File: src/rtl/pit_channel.sv
module pit_channel #(
  parameter int COUNT_W  = 16,
  parameter bit GATE_RST = 1'b1
) (
  input  logic               clk,
  input  logic               rst_n,
  input  logic               tick,
  input  logic               gate,
  input  logic               load,
  input  logic [COUNT_W-1:0] load_count,
  input  logic [2:0]         load_mode,
  output logic               out,
  output logic               next_evt
);
  localparam int EW = COUNT_W + 1;
  localparam logic [EW-1:0] FULL = EW'(1) << COUNT_W;

  logic [2:0]    mode_q;
  logic [EW-1:0] count_q;
  logic [EW-1:0] el, el_nx;
  logic          nz, nz_nx;
  logic          gate_q;
  logic          adv;
  logic          periodic;
  logic [EW:0]   half_w;

  assign adv      = tick && gate_q && !load;
  assign periodic = (mode_q == 3'd2) || (mode_q == 3'd3);
  assign half_w   = ({1'b0, count_q} + (EW+1)'(1)) >> 1;

  function automatic logic shape(input logic [EW-1:0] e, input logic n);
    case (mode_q)
      3'd2:       shape = n && (e == '0);
      3'd3:       shape = {1'b0, e} < half_w;
      3'd4, 3'd5: shape = (e == count_q);
      default:    shape = (e >= count_q);
    endcase
  endfunction

  always_comb begin
    el_nx = el;
    nz_nx = nz;
    if (periodic) begin
      el_nx = (el == count_q - EW'(1)) ? '0 : el + EW'(1);
      nz_nx = 1'b1;
    end else if (el <= count_q) begin
      el_nx = el + EW'(1);
    end
  end

  assign out      = shape(el, nz);
  assign next_evt = adv && (shape(el_nx, nz_nx) != out);

  always_ff @(posedge clk or negedge rst_n) begin
    if (!rst_n) begin
      mode_q  <= 3'd3;
      count_q <= FULL;
      el      <= '0;
      nz      <= 1'b0;
      gate_q  <= GATE_RST;
    end else begin
      gate_q <= gate;
      if (load) begin
        mode_q  <= (load_mode > 3'd5) ? 3'd0 : load_mode;
        count_q <= (load_count == '0) ? FULL : {1'b0, load_count};
        el      <= '0;
        nz      <= 1'b0;
      end else if (adv) begin
        el <= el_nx;
        nz <= nz_nx;
      end
    end
  end

  a_r10_evt_changes: assert property (@(posedge clk) disable iff (!rst_n)
    next_evt |=> (out != $past(out)));
  a_r9_frozen: assert property (@(posedge clk) disable iff (!rst_n)
    (!load && !(tick && gate_q)) |=> $stable(out));
  a_r2_level_holds: assert property (@(posedge clk) disable iff (!rst_n)
    (mode_q <= 3'd1 && out && !load) |=> out);
  a_r5_single_strobe: assert property (@(posedge clk) disable iff (!rst_n)
    (mode_q >= 3'd4 && out && adv) |=> !out);
  a_r6_mode_range: assert property (@(posedge clk) disable iff (!rst_n)
    load |=> (mode_q <= 3'd5));
endmodule

File: config.mk
export PLATFORM = sky130hd
export DESIGN_NAME = pit_channel
export DESIGN_NICKNAME = d
export VERILOG_FILES = /design/src/rtl/pit_channel.sv
export SDC_FILE = /design/constraint.sdc
export NUM_CORES = 1
export LEC_CHECK = 0
export ABC_AREA = 1
export BUFFER_PORTS_ARGS = -buffer_cell sky130_fd_sc_hd__buf_2
export CAP_MARGIN = 40
export CELL_PAD_IN_SITES_DETAIL_PLACEMENT = 0
export CELL_PAD_IN_SITES_GLOBAL_PLACEMENT = 1
export CORE_MARGIN = 8
export CORE_UTILIZATION = 45
export DETAILED_ROUTE_END_ITERATION = 12
export PLACE_DENSITY = 0.81
export SYNTH_ARGS = -nofsm -noshare
export SYNTH_HDL_FRONTEND = slang
export SYNTH_SLANG_ARGS = --single-unit
File: constraint.sdc
create_clock -name clk -period 4.9 [get_ports clk]
set_input_delay 0 -clock clk [delete_from_list [all_inputs] [get_ports clk]]
set_output_delay 0 -clock clk [all_outputs]
set_load 0.1 [all_outputs]
Word-level counts from Yosys, hierarchy flattened
Index checks and enable logic that the tools add are counted.

operators by class
  add/subtract/negate cells = 3
  order comparisons = 6
  eq/ne operators = 8
  multiplexer cells = 12
  reduce and logical (&&, ||, !) cells = 12

operator list
  cell                                                                  count
  17-bit two-way mux                                                    6
  17-bit == test                                                        3
  17-bit greater-or-equal comparator                                    2
  17-bit zero test                                                      2
  17-bit less-than comparator                                           2
  17-bit by 1-bit adder with 18-bit output, second input constant       1
  17-bit by 1-bit adder with 17-bit output, second input constant       1
  17-bit <= comparator                                                  1
  17-bit by 1-bit subtractor with 17-bit output, second input constant  1
  16-bit zero test                                                      1
  3-bit by 2-bit == test with 1-bit output, second input constant       2
  3-bit == test, second input constant                                  2
  1-bit one-hot mux with 3 select lines                                 2
  1-bit logical AND                                                     5
  3-bit > comparator, second input constant                             1
  1-bit two-way mux                                                     3
  3-bit two-way mux                                                     1
  2-bit nonzero test                                                    1
  2-bit OR reduction                                                    1
  1-bit zero test                                                       1
  1-bit logical OR                                                      1
  1-bit != test                                                         1

storage, ports and cells
  register bits after elaboration = 39
  bits of input ports = 24
  output and inout port bits = 2
  word-level logic and storage cells = 46

Longest topological paths before layout
  depth in word-level cells = 9
  depth in mapped cells = 31
  mapped depth without buffers = 30

Least setup slack after synthesis
OpenSTA, ideal clock, no wires.

  kind = register to output
  start point = register count_q[2]
  end point = output port next_evt
  data arrival time = 4.410 ns
  data required time = 4.900 ns
  slack = 0.490 ns
  stages on the path, launching flop included = 22
  buffers on the path = 0
  path through = dfrtp_1 -> inv_4 -> nor3_1 -> nand3_1 -> nor3_1 -> inv_1 -> nor2_1 -> inv_1 -> nor3_1 -> nand2_1 -> xor2_1 -> ha_1 -> nand2_1 -> o21ai_0 -> o21bai_1 -> inv_1 -> o2111a_1 -> nor3b_1 -> inv_1 -> nand3_1 -> nand2_1 -> nor2_2

on the way
  elaborated cells between the ends (all ways) = 19
  classes of those cells = 2 x add/sub; 5 x order compare; 4 x eq/ne; 5 x mux; 3 x reduce/logical

RTL lines
  element                                    RTL line  source
  start: declaration                         19        logic [EW-1:0] count_q;
  start signal: assignment                   65        count_q <= (load_count == '0) ? FULL : {1'b0, load_count};
  17-bit by 1-bit adder with 18-bit output   29        assign half_w = ({1'b0, count_q} + (EW+1)'(1)) >> 1;
  17-bit less-than comparator                34        3'd3: shape = {1'b0, e} < half_w;
  1-bit one-hot mux with 3 select lines (*)  32        case (mode_q)
  named net out                              12        output logic out,
  1-bit != test (*)                          52        assign next_evt = adv && (shape(el_nx, nz_nx) != out);
  1-bit logical AND (*)                      52
  end: declaration                           13        output logic next_evt

The timed path passes the listed nets; every way through them passes the cells marked *.

Worst setup path in the final report
  start point = register count_q[16]
  end point = output port next_evt

on the way
  cells in the longest elaborated chain, start to end = 9
  elaborated cells between the ends (all ways) = 19
  classes of those cells = 2 x add/sub; 5 x order compare; 4 x eq/ne; 5 x mux; 3 x reduce/logical

ends and longest elaborated chain
  element                                                                                                RTL line
  parallel branches: the longest is 7 deep, another holds 17-bit by 1-bit subtractor with 17-bit output  -
  1-bit != test (*)                                                                                      52
  1-bit logical AND (*)                                                                                  52

Every way passes the cells marked *.

==> metrics <==
die width 122 um; Area growth, synth to finish 20.8%; Vias/cell 5.63; synth warn 0; clk_skew 0.00848 ns; post-layout minimum cycle time 4.66 ns; GPL Wtd Cong 1.03; Pins Over Slew Limit 0; site row count 38; worst reg2reg startpoint count_q[10]; largest net degree at the start of global routing 41; type of the most critical hold path in -> async; synthesis-stage register bit count 39; Mapped Nets 857; I/O Pins 26; max incr delay on CP 0.55 ns; TritonRoute pass-1 iters 5; DR WL/cell 17.9 um; status finished clean; Post-synth EDFFs 0; final hold viol count 0; PortBufs 25; antenna violations before repair 0; htree depth 2; CTS Root Cell clkbuf_8; Vias 5514; share of cells above drive strength 1 0.162; final wirelength 17600 um; remaining antenna violation count after routing 0; Critical Path End Type output pin; number of global-route vias before repair 5482; utilization after layout 0.559; max cap viols 0; RR Endpoint el[16]; synth unique cells 45; Comb pwr share 0.391; Post-synth ARST share 1.00; Total GRT Usage 0.241; worst slew pin tran 0.812 ns; fmax 215 MHz; top_reg_cell synth dfrtp_1; Core ar. 0.0108 mm^2; slowest cell on the critical path dfstp_2; Post-Syn Area 0.00502 mm^2; clk buf depth 2; synthesized instance count 763; arrival time at the worst endpoint 4.66 ns; Worst setup SP type flip-flop; CTS tree built; Starting Density 0.463; Sw Share 0.400; dpl ws 0.122 ns; leakage 3.15 nW; # fillers 1051; Reg clk slew, reported paths 0.09 ns; Final period util 0.951; Internal 664 uW; CP delay by family, top simple AND/OR/NAND/NOR gates; violation count after the first detailed-route iteration 457; first-pass GRT wire length 27800 um; Worst-Skew Late Latency 0.33 ns; # diodes 0; DP HPWL 14200 um; GRT overflow 0; DIE AREA 0.0148 mm^2; post-synthesis sequential area ratio 0.196; CTS Sinks 39; Power Density 182 mW/mm^2; fin nets 933; Req. time, crit path 4.90 ns; CP max FO 9; Bufs and invs on worst path 5; worst reg-to-reg setup slack 2.06 ns; NetSw 442 uW; share of power burned in the clock network 0.276; Syn Area/Cell 6.58 um^2; Die Ht 122 um; TritonCTS buffer count 5; Rel. slew slack 0.453; Post-route DRC 0; setup slack after layout 0.242 ns; Setup CP Type reg -> out; hold slack 0.0416 ns; setup TNS 0 ns; sequential power share 0.333; R2R depth 17; setup violators final 0; most frequent CP cell nand2_1; peak supply drop 159 uV
==> synth_stat cells, types with 5 or more instances <==
| master | instances | share of area |
|---|---|---|
| a21oi_1 | 35 | 0.035 |
| clkbuf_1 | 10 | 0.0075 |
| dfrtp_1 | 35 | 0.17 |
| ha_1 | 70 | 0.17 |
| inv_1 | 102 | 0.076 |
| nand2_1 | 200 | 0.15 |
| nand3_1 | 51 | 0.051 |
| nand3_2 | 5 | 0.010 |
| nand4_1 | 26 | 0.032 |
| nor2_1 | 62 | 0.046 |
| nor2_2 | 8 | 0.010 |
| nor3_1 | 13 | 0.013 |
| nor4_1 | 7 | 0.0087 |
| o21ai_0 | 43 | 0.043 |
| o22ai_1 | 16 | 0.020 |
| xnor2_1 | 6 | 0.010 |
| xor2_1 | 21 | 0.037 |
==> routing by layer <==
| metal | global-route usage | share of wire | vias up |
|---|---|---|---|
| met5 | 0 | 0 | - |
| met4 | 0.104 | 0.033 | 0 |
| met3 | 0.0324 | 0.062 | 42 |
| met2 | 0.395 | 0.46 | 200 |
| met1 | 0.312 | 0.44 | 2568 |
| li1 | - | - | 2704 |
==> how the worst max path moves through the flow <==
stage	startpoint	endpoint	slack, ns	depth (start not counted)
final	count_q[16]	next_evt	0.24	26
after global routing	count_q[16]	next_evt	-0.005	30
after CTS	count_q[16]	next_evt	0.02	24
after detailed placement	count_q[16]	next_evt	0.12	26
after global placement	count_q[16]	next_evt	0.07	26
after floorplan	count_q[2]	next_evt	0.49	21
==> state kept, by name (all words and copies together) (netlist names) <==
signal,cells
gate_q,1
nz,1
count_q,17
el,17
mode_q,3
==> kinds of logic after synthesis <==
logic type	share of synthesized area
compound gates	0.124
xor+xnor	0.0471
fa+ha+maj	0.175
buf+inv	0.0990
flops	0.196
simple gates	0.360
==> placed cells by master (no fill, tap or decap), drive strengths merged <==
cell         instances
nand2              204
inv                106
nor2                74
ha                  70
buf                 64
nand3               57
o21ai               44
a21oi               35
dfrtp               35
nand4               26
dlygate4sd3         22
xor2                21
o22ai               16
nor3                14
nor4                 7
xnor2                6
clkbuf               6
o21bai               4
dfstp                4
nand3b               3
nor3b                3
o2111ai              3
and2                 2
o211ai               2
or4                  2
a211oi               2
and3                 1
o2111a               1
o21a                 1
or3                  1
a21o                 1
a41oi                1
bufinv               1
clkinv               1
==> power by group through the flow <==
stage	clock [mW]	combinational [mW]	sequential, mW
after global routing	0.322	0.484	0.371
after floorplan	0	0.274	0.364
after global placement	0	0.386	0.374
after CTS	0.311	0.411	0.369
final	0.305	0.432	0.368
after detailed placement	0	0.395	0.375
==> repair_timing <==
item	4_1_cts	5_1_grt
endpoints found under the setup margin	1	1
hold endpoints to repair	56	0
pin swaps	1	11
hold buffers	22	0
buffers inserted	0	11
gates resized for setup	6	33
==> area by class of cell <==
type,instances,area (um^2),area share
multi-input cells,601,3710,0.612
flip-flops and latches,39,985,0.162
repair buffers,86,669,0.110
inverters,106,403,0.0665
clock buffers,6,82.6,0.0136
clock inverters,2,35.0,0.00578
well taps,140,175,0.0289
==> per-stage QoR <==
step	power, mW	instances	instance area [um^2]
2_1_floorplan	0.638	763	5020
3_3_place_gp	0.760	938	5440
3_5_place_dp	0.770	939	5460
4_1_cts	1.09	969	5830
5_1_grt	1.18	980	6060
6_report	1.11	980	6060
Power figures use the tool's default switching activity.
